--- src/rtl/dls_pkg.sv ---
package dls_pkg;
  // upper nibble of an ASCII decimal digit
  localparam logic [3:0] CHR_DIGIT_HI = 4'h3;
  localparam logic [7:0] CHR_NEWLINE  = 8'h0A;
  // shift-and-add-three correction
  localparam logic [3:0] BCD_ADJ_MIN  = 4'd5;
  localparam logic [3:0] BCD_ADJ_ADD  = 4'd3;
endpackage

--- src/rtl/dls_bcd_adjust.sv ---
module dls_bcd_adjust #(
  parameter int unsigned DIGITS = 10,
  parameter int unsigned BCD_W  = 4 * DIGITS
) (
  input  logic [BCD_W-1:0] bcd_in,
  output logic [BCD_W-1:0] bcd_out
);
  import dls_pkg::*;

  for (genvar g = 0; g < DIGITS; g++) begin : g_dig
    logic [3:0] nib;
    assign nib = bcd_in[4*g +: 4];
    assign bcd_out[4*g +: 4] = (nib >= BCD_ADJ_MIN) ? nib + BCD_ADJ_ADD : nib;
  end
endmodule

--- src/rtl/dls_bcd_conv.sv ---
module dls_bcd_conv #(
  parameter int unsigned BIN_W  = 32,
  parameter int unsigned DIGITS = 10,
  parameter int unsigned BCD_W  = 4 * DIGITS
) (
  input  logic             clk,
  input  logic             rst_n,
  input  logic             start,
  input  logic [BIN_W-1:0] bin_in,
  output logic [BCD_W-1:0] bcd_out,
  output logic             done
);
  localparam int unsigned    ITER_W    = $clog2(BIN_W) + 1;
  localparam logic [ITER_W-1:0] LAST_ITER = ITER_W'(BIN_W - 1);
  localparam logic [ITER_W-1:0] ITER_ONE  = ITER_W'(1);

  logic [BIN_W-1:0]  shadow;
  logic [BCD_W-1:0]  bcd_q;
  logic [BCD_W-1:0]  bcd_adj;
  logic [ITER_W-1:0] iter;
  logic              busy;

  dls_bcd_adjust #(.DIGITS(DIGITS), .BCD_W(BCD_W)) u_adj (
    .bcd_in (bcd_q),
    .bcd_out(bcd_adj)
  );

  always_ff @(posedge clk or negedge rst_n) begin
    if (!rst_n) begin
      shadow <= '0;
      bcd_q  <= '0;
      iter   <= '0;
      busy   <= 1'b0;
      done   <= 1'b0;
    end else begin
      done <= 1'b0;
      if (start) begin
        shadow <= bin_in;
        bcd_q  <= '0;
        iter   <= '0;
        busy   <= 1'b1;
      end else if (busy) begin
        // one bit per cycle: correct digits, then shift in the next binary bit
        bcd_q  <= {bcd_adj[BCD_W-2:0], shadow[BIN_W-1]};
        shadow <= {shadow[BIN_W-2:0], 1'b0};
        iter   <= iter + ITER_ONE;
        if (iter == LAST_ITER) begin
          busy <= 1'b0;
          done <= 1'b1;
        end
      end
    end
  end

  assign bcd_out = bcd_q;
endmodule

--- src/rtl/dls_tx_shift.sv ---
module dls_tx_shift #(
  parameter int unsigned DIGITS = 10,
  parameter int unsigned BCD_W  = 4 * DIGITS
) (
  input  logic             clk,
  input  logic             rst_n,
  input  logic             load,
  input  logic [BCD_W-1:0] bcd,
  input  logic             space_n,
  output logic             wr_stb,
  output logic [7:0]       tx_byte,
  output logic             line_done
);
  import dls_pkg::*;

  localparam int unsigned LINE_BYTES = DIGITS + 1;
  localparam int unsigned LINE_W     = 8 * LINE_BYTES;
  localparam int unsigned IDX_W      = $clog2(LINE_BYTES);
  localparam logic [IDX_W-1:0] LAST_IDX = IDX_W'(LINE_BYTES - 1);
  localparam logic [IDX_W-1:0] IDX_ONE  = IDX_W'(1);

  logic [LINE_W-1:0] line_q;
  logic [LINE_W-1:0] line_img;
  logic [IDX_W-1:0]  idx;
  logic              active;
  logic              commit;

  // digits most significant first, newline in the lowest byte
  always_comb begin
    line_img = '0;
    for (int i = 0; i < DIGITS; i++) begin
      line_img[LINE_W-1-8*i -: 8] = {CHR_DIGIT_HI, bcd[BCD_W-1-4*i -: 4]};
    end
    line_img[7:0] = CHR_NEWLINE;
  end

  assign commit    = wr_stb & ~space_n;
  assign line_done = commit & (idx == LAST_IDX);

  always_ff @(posedge clk or negedge rst_n) begin
    if (!rst_n) begin
      line_q <= '0;
      idx    <= '0;
      active <= 1'b0;
      wr_stb <= 1'b0;
    end else if (load) begin
      line_q <= line_img;
      idx    <= '0;
      active <= 1'b1;
      wr_stb <= 1'b1;
    end else if (commit) begin
      wr_stb <= 1'b0;
      if (idx == LAST_IDX) begin
        active <= 1'b0;
      end else begin
        line_q <= {line_q[LINE_W-9:0], 8'h00};
        idx    <= idx + IDX_ONE;
      end
    end else if (active && !wr_stb) begin
      wr_stb <= 1'b1;
    end
  end

  assign tx_byte = line_q[LINE_W-1 -: 8];
endmodule

--- src/rtl/dec_line_streamer.sv ---
module dec_line_streamer #(
  parameter int unsigned      CNT_W    = 32,
  parameter int unsigned      DIGITS   = 10,  // 10**DIGITS must exceed 2**CNT_W
  parameter int unsigned      LED_W    = 8,
  parameter logic [CNT_W-1:0] CNT_INIT = '0
) (
  input  logic             clk,
  input  logic             rst_n,
  input  logic             space_n,
  output logic             wr_stb,
  output logic [7:0]       tx_byte,
  output logic             rd_stb_n,
  output logic [LED_W-1:0] led
);
  localparam int unsigned      BCD_W   = 4 * DIGITS;
  localparam logic [CNT_W-1:0] CNT_ONE = CNT_W'(1);

  logic [CNT_W-1:0] evt_cnt;
  logic             kick;
  logic             conv_done;
  logic             line_done;
  logic [BCD_W-1:0] bcd;

  // kick starts a conversion one cycle after the count has settled
  always_ff @(posedge clk or negedge rst_n) begin
    if (!rst_n) begin
      evt_cnt <= CNT_INIT;
      kick    <= 1'b1;
    end else begin
      kick <= line_done;
      if (line_done) evt_cnt <= evt_cnt + CNT_ONE;
    end
  end

  dls_bcd_conv #(.BIN_W(CNT_W), .DIGITS(DIGITS), .BCD_W(BCD_W)) u_conv (
    .clk    (clk),
    .rst_n  (rst_n),
    .start  (kick),
    .bin_in (evt_cnt),
    .bcd_out(bcd),
    .done   (conv_done)
  );

  dls_tx_shift #(.DIGITS(DIGITS), .BCD_W(BCD_W)) u_tx (
    .clk      (clk),
    .rst_n    (rst_n),
    .load     (conv_done),
    .bcd      (bcd),
    .space_n  (space_n),
    .wr_stb   (wr_stb),
    .tx_byte  (tx_byte),
    .line_done(line_done)
  );

  assign rd_stb_n = 1'b1;
  assign led      = evt_cnt[CNT_W-1 -: LED_W];
endmodule

--- config.mk ---
export PLATFORM = sky130hd
export DESIGN_NAME = dec_line_streamer
export DESIGN_NICKNAME = d
export VERILOG_FILES = /design/src/rtl/dls_pkg.sv /design/src/rtl/dls_bcd_adjust.sv /design/src/rtl/dls_bcd_conv.sv /design/src/rtl/dls_tx_shift.sv /design/src/rtl/dec_line_streamer.sv
export SDC_FILE = /design/constraint.sdc
export NUM_CORES = 1
export LEC_CHECK = 0
export ABC_CLOCK_PERIOD_IN_PS = 2700
export BUFFER_PORTS_ARGS = -buffer_cell sky130_fd_sc_hd__buf_2
export CORE_UTILIZATION = 30
export DETAILED_ROUTE_END_ITERATION = 12
export HOLD_SLACK_MARGIN = 0.12
export PLACE_DENSITY = 0.54
export SLEW_MARGIN = 30
export SYNTH_ARGS = -nofsm -noshare
export SYNTH_HDL_FRONTEND = slang
export SYNTH_SLANG_ARGS = --single-unit
--- constraint.sdc ---
create_clock -name clk -period 2.7 [get_ports clk]
set_clock_uncertainty 0.15 [all_clocks]
set_input_delay 0.135 -clock clk [delete_from_list [all_inputs] [get_ports clk]]
set_output_delay 0.135 -clock clk [all_outputs]
set_load 0.05 [all_outputs]
After elaboration in Yosys (flattened, before gate mapping)
Index checks and enable logic that the tools add are counted.
{ "classes": {"addsub": 13, "magnitude_cmp": 10, "reduce_logical": 8, "n_bitwise": 3, "muxes": 34, "eq_ne": 3} }
{ "op_table": {"columns": ["op", "count"], "rows": [
  ["88-bit 2-to-1 mux", 3],
  ["40-bit 2-to-1 mux", 2],
  ["32-bit 2-to-1 mux", 2],
  ["4-bit 2-to-1 mux", 12],
  ["4-bit by 3-bit >= comparator with 1-bit output, second input constant", 10],
  ["4-bit by 2-bit adder with 4-bit output, second input constant", 9],
  ["32-bit by 1-bit adder with 32-bit output, second input constant", 1],
  ["1-bit 2-to-1 mux", 12],
  ["6-bit 2-to-1 mux", 2],
  ["6-bit by 1-bit adder with 6-bit output, second input constant", 1],
  ["6-bit by 5-bit == test with 1-bit output, second input constant", 1],
  ["2-bit nonzero test", 3],
  ["4-bit by 1-bit adder with 4-bit output, second input constant", 1],
  ["4-bit == test, second input constant", 1],
  ["2-bit AND reduction", 2],
  ["3-bit by 2-bit adder with 3-bit output, second input constant", 1],
  ["3-bit 2-to-1 mux", 1],
  ["3-bit nonzero test", 1],
  ["1-bit bitwise AND", 2],
  ["2-bit != test, second input constant", 1],
  ["1-bit logical AND", 1],
  ["1-bit logical NOT", 1],
  ["1-bit NOT", 1]
]} }
{ "totals": {"reg_bits": 207, "inputBits": 3, "elab_cells": 82} }

Longest topological paths before layout
{ "depth": {"ltp_word": 5, "ltp_mapped": 10, "mapped_depth_nobuf": 8} }

By module
From an unflattened synthesis, not the netlist that was laid out.
{ "unflattened": {"hier_cells": 891, "area_unflattened_um2": 8740.9} }
{ "modules_own_cells": {"columns": ["module", "area_per_inst_um2", "seq_area_each_um2", "cells_each", "n_inst"], "rows": [
  ["dls_bcd_conv", 3423.3, 2001.9, 299, 1],
  ["dls_tx_shift", 2757.6, 1401.3, 298, 1],
  ["dec_line_streamer", 1546.5, 827.0, 134, 1],
  ["dls_bcd_adjust", 1013.5, 0.0, 160, 1]
]} }

Worst setup path before layout
OpenSTA, ideal clock, no wires.
{ "synth_path": {"kind": "register to register", "from": "register u_tx.wr_stb", "to": "register u_tx.line_q[59]", "n_path_buf": 2, "arrival_ns": 1.851, "path_slack_ns": 0.564, "synth_period_minus_slack_ns": 2.136, "stages_incl_launch_ff": 7, "cell_sequence": "dfrtp_1 > nor2b_1 > and2_1 > clkbuf_1 > buf_2 > mux2i_1 > o21ai_0"} }
{ "synth_via": {"elab_chain_len": 3} }
{ "synth_lines": {"columns": ["item", "line", "source"], "rows": [
  ["start, declared", "dls_tx_shift.sv:10", "output logic wr_stb,"],
  ["start signal, assigned", "dls_tx_shift.sv:45", "wr_stb <= 1'b0;"],
  ["start signal, assigned", "dls_tx_shift.sv:50", "wr_stb <= 1'b1;"],
  ["start signal, assigned", "dls_tx_shift.sv:52", "wr_stb <= 1'b0;"],
  ["1-bit bitwise AND", "dls_tx_shift.sv:37", "assign commit = wr_stb & ~space_n;"],
  ["2-bit nonzero test (no source line)", null, null],
  ["2-bit AND reduction (no source line)", null, null],
  ["end signal, assigned", "dls_tx_shift.sv:47", "line_q <= line_img;"],
  ["end signal, assigned", "dls_tx_shift.sv:56", "line_q <= {line_q[LINE_W-9:0], 8'h00};"],
  ["end, declared", "dls_tx_shift.sv:22", "logic [LINE_W-1:0] line_q;"]
]} }
Every way passes these cells.
A chain may end at the register's enable or synchronous reset.

Worst setup path in the final report
{ "layout_path": {"from": "register u_tx.idx[0]", "to": "register evt_cnt[31]"} }
{ "layout_via": {"elab_chain_len": 2} }
{ "layout_lines": {"columns": ["item", "line", "source"], "rows": [
  ["start, declared", "dls_tx_shift.sv:24", "logic [IDX_W-1:0] idx;"],
  ["start signal, assigned", "dls_tx_shift.sv:57", "idx <= idx + IDX_ONE;"],
  ["4-bit == test", "dls_tx_shift.sv:38", "assign line_done = commit & (idx == LAST_IDX);"],
  ["1-bit bitwise AND", "dls_tx_shift.sv:38", null],
  ["via line_done", "dec_line_streamer.sv:21", "logic line_done;"],
  ["end signal, assigned", "dec_line_streamer.sv:31", "if (line_done) evt_cnt <= evt_cnt + CNT_ONE;"],
  ["end, declared", "dec_line_streamer.sv:18", "logic [CNT_W-1:0] evt_cnt;"]
]} }
The timed path passes the listed nets, and every way through them passes these cells.

==> out/qor.txt <==
OUTCOME
--------------------------------------------------------------------------------
Result of the run                                                      completed

ROUTING
--------------------------------------------------------------------------------
Pre-antenna DRT Iters                                                          5
Violation count after the first detailed-routing iteration                   335
Number of vias after detailed routing                                       5707
WL final                                                                 16.2 mm
DRC violation count after routing                                              0
Avg WL per Cell                                                          13.3 µm
Number of vias per cell                                                     4.65
Number of nets still failing antenna checks after routing                      0

LOGIC SYNTHESIS
--------------------------------------------------------------------------------
Synth async-reset ratio                                                     100%
Distinct cell type count after synthesis                                      43
YS warnings                                                                    0
Number of flops mapped to enable cells by yosys                                0
Post-synthesis instance area                                         0.00837 mm²
Prevailing post-synth register cell                                 sky130_fd_sc_hd__dfrtp_1
Register area share after synthesis                                        50.5%
Seq cells post-synth                                                         169
Mean post-synth cell area                                               9.85 µm²
Post-synthesis instance total                                                850

LAYOUT
--------------------------------------------------------------------------------
Final Instance Area                                                  0.00946 mm²
Layout cells sized above 1                                                 8.55%
Diodes inserted                                                                0
Layout Nets                                                                  869
Layout area overhead                                                       13.0%

CLOCK NETWORK
--------------------------------------------------------------------------------
TritonCTS sink count                                                         169
Worst skew pair latency                                                   430 ps
Clock root cell                                                     sky130_fd_sc_hd__clkbuf_16
Clock Path Buffers                                                             2
Postcts setup bufs                                                             0
H-tree level count                                                             4
Number of buffers created by CTS                                              17
Clock-pin slew on the worst setup and hold paths                           70 ps
Post-CTS sizing                                                                0
Clock tree from TritonCTS                                                  built

PLACEMENT
--------------------------------------------------------------------------------
Placed inst area                                                     0.00880 mm²
DP HPWL                                                                  10.3 mm
Placer congestion estimate                                                 0.751
Buffers on Ports                                                              17

SETUP PATH
--------------------------------------------------------------------------------
Crit path max-delay cell type                                       sky130_fd_sc_hd__dfrtp_1
Nature of the critical path endpoint                                        flop
Data required, critical path                                             2910 ps
Cells traversed along the worst timing path                         inv_1 > ha_1 > nand3b_1 > or2_1 > inv_2 > and3_1 > and4bb_1 > xor2_1
Critical path data arrival time                                          2400 ps
Setup CP Type                                                            reg2reg
Delay of the slowest cell on the worst path                               420 ps
Crit-path max FO                                                               8
Critical Path Source Type                                                   flop
Critical path's top delay family                                    simple AND/OR/NAND/NOR gates
Buffers and inverters on the worst path                                        2

DIE
--------------------------------------------------------------------------------
Count of standard-cell rows                                                   60
Effective utilization at floorplan                                         30.8%
Core region area                                                      0.0272 mm²
Height of the die                                                         169 µm
Number of top-level design ports                                              21
Die extent in x                                                           169 µm
DIE AREA                                                              0.0286 mm²

WORST HOLD PATH
--------------------------------------------------------------------------------
Type of the worst min-delay path                                         reg2reg

STA
--------------------------------------------------------------------------------
Setup repair after global routing missed its margin                           no
Fin. Hold Viols                                                                0
Worst Max-Slew Pin Slew                                                   670 ps
Pins over their slew limit                                                     0
Finish-stage setup viols                                                       0
Slew margin rel.                                                           55.3%
Peak Freq                                                                457 MHz
Min Clock Period, post-route                                             2190 ps
Fin Setup TNS                                                               0 ps
Final worst-path cycle share                                               81.1%

RUN
--------------------------------------------------------------------------------
Max-capacitance violation count                                                0

PWR
--------------------------------------------------------------------------------
Total power per unit cell area                                        707 mW/mm²
Static leakage power                                                     3.88 nW
Largest vdd supply drop                                                   418 µV

GRT
--------------------------------------------------------------------------------
Pin count of the biggest net entering global routing                          73
Via count of the first global-routing pass                                  5670
Number of antenna violations at the first check in global routing              0
Total routing usage reported by global routing                             12.3%
Global-route wire length before repair                                   28.4 mm
Leftover overflow at the end of global routing                                 0

-- layout by cell type (no fill, tap or decap), drive strengths merged, types with 9 or more instances in the layout --
cell type | synthesis | routed
o21ai | 99 | 99
nor2 | 50 | 50
nand3b | 9 | 9
xnor2 | 28 | 28
ha | 24 | 24
and3 | 9 | 9
xor2 | 21 | 21
buf | 29 | 31
nand4 | 10 | 10
a211oi | 18 | 18
nand2 | 130 | 130
clkbuf | 33 | 21
nand3 | 23 | 23
mux2i | 81 | 81
a21oi | 35 | 35
inv | 25 | 27
nand2b | 12 | 12
dfrtp | 168 | 168
-- power breakdown --
group	switching [mW]	internal (mW)	leakage, nW
clock	1.02	1.53	0.296
combinational	0.503	0.470	1.37
sequential	0.328	2.83	2.22
-- per-stage QoR --
| stage | total power, mW | hold slack [ps] | setup WS (ps) | util, % | std cells |
|---|---|---|---|---|---|
| 2_1_floorplan | 3.89 | -311 | 564 | - | 851 |
| 3_3_place_gp | 4.15 | -63.2 | 515 | 32.4 | 1191 |
| 3_5_place_dp | 4.19 | -63.8 | 514 | 32.4 | 1191 |
| 4_1_cts | 6.79 | 324 | 500 | 34.8 | 1226 |
| 5_1_grt | 7.09 | 347 | 326 | 34.8 | 1226 |
| 6_report | 6.68 | 322 | 511 | 34.8 | 1226 |
-- state kept, by name (all words and copies together), names as in the netlist --
name and flops:
evt_cnt 32, u_tx.active 1, u_tx.wr_stb 1, u_conv.done 1
kick 1, u_conv.busy 1, u_tx.line_q 50, u_conv.bcd_out 40
u_tx.idx 4, u_conv.shadow 32, u_conv.iter 6
-- final timing paths --
kind                                             start                              to  slack, ps  cells after the start
min reg2reg                u_tx.line_q[13]$_DFFE_PN0P_     u_tx.line_q[13]$_DFFE_PN0P_        320                      1
min                        u_tx.line_q[13]$_DFFE_PN0P_     u_tx.line_q[13]$_DFFE_PN0P_        320                      1
max in group asynchronous                        rst_n  u_conv.bcd_out[19]$_DFFE_PN0P_       1350                      4
max reg2reg                    u_tx.idx[0]$_DFFE_PN0P_         evt_cnt[31]$_DFFE_PN0P_        510                      8
min in group asynchronous                        rst_n         evt_cnt[24]$_DFFE_PN0P_        650                      4
max                            u_tx.idx[0]$_DFFE_PN0P_         evt_cnt[31]$_DFFE_PN0P_        510                      8
-- routing by layer --
metal | vias to the layer above | part of all wire (%) | track usage, %
li1 | 2882 | - | -
met1 | 2760 | 51 | 17.0
met2 | 52 | 45 | 19.2
met3 | 13 | 2.6 | 3.02
met4 | 0 | 0.85 | 3.17
met5 | - | 0 | 0
-- cells by family (layout without fill, tap and decap cells) --
| group | after synthesis | in the layout | share of synthesized area [%] |
|---|---|---|---|
| buffers and inverters | 87 | 90 | 4.78 |
| multiplexers | 81 | 81 | 9.68 |
| adder cells (fa/ha/maj) | 24 | 24 | 3.59 |
| XOR/XNOR | 49 | 49 | 5.12 |
| AO/OA/AOI/OAI | 164 | 164 | 10.6 |
| AND/OR/NAND/NOR | 274 | 274 | 15.6 |
| flip-flops | 169 | 169 | 50.5 |
| other | 2 | 3 | 0.0897 |
-- cell usage after synthesis, types with 9 or more instances --
cell type                  number  area, µm²
sky130_fd_sc_hd__a211oi_1      18        135
sky130_fd_sc_hd__a21oi_1       35        175
sky130_fd_sc_hd__buf_4         17        128
sky130_fd_sc_hd__clkbuf_1      33        124
sky130_fd_sc_hd__dfrtp_1      168       4200
sky130_fd_sc_hd__ha_1          24        300
sky130_fd_sc_hd__inv_1         24       90.1
sky130_fd_sc_hd__mux2i_1       81        811
sky130_fd_sc_hd__nand2_1      130        488
sky130_fd_sc_hd__nand2b_1      12       75.1
sky130_fd_sc_hd__nand3_1       21        105
sky130_fd_sc_hd__nand3b_1       9       67.6
sky130_fd_sc_hd__nand4_1       10       62.6
sky130_fd_sc_hd__nor2_1        50        188
sky130_fd_sc_hd__o21ai_0       99        495
sky130_fd_sc_hd__xnor2_1       28        245
sky130_fd_sc_hd__xor2_1        21        184
-- layout make-up --
type	count	area (µm²)
clock inverter	10	141
clock buffer	21	470
inverter	25	93.8
timing repair buffer	34	302
tap	372	465
sequential	169	4240
multi-input combinational	595	3750
fill	2795	17700
-- timing repair --
action / 4_1_cts / 5_1_grt
endpoints found under the hold margin: 171 / 0
endpoints found under the setup margin: 0 / 0
hold buffers: 4 / 0
No activity file was read; power rests on OpenSTA's default activity.
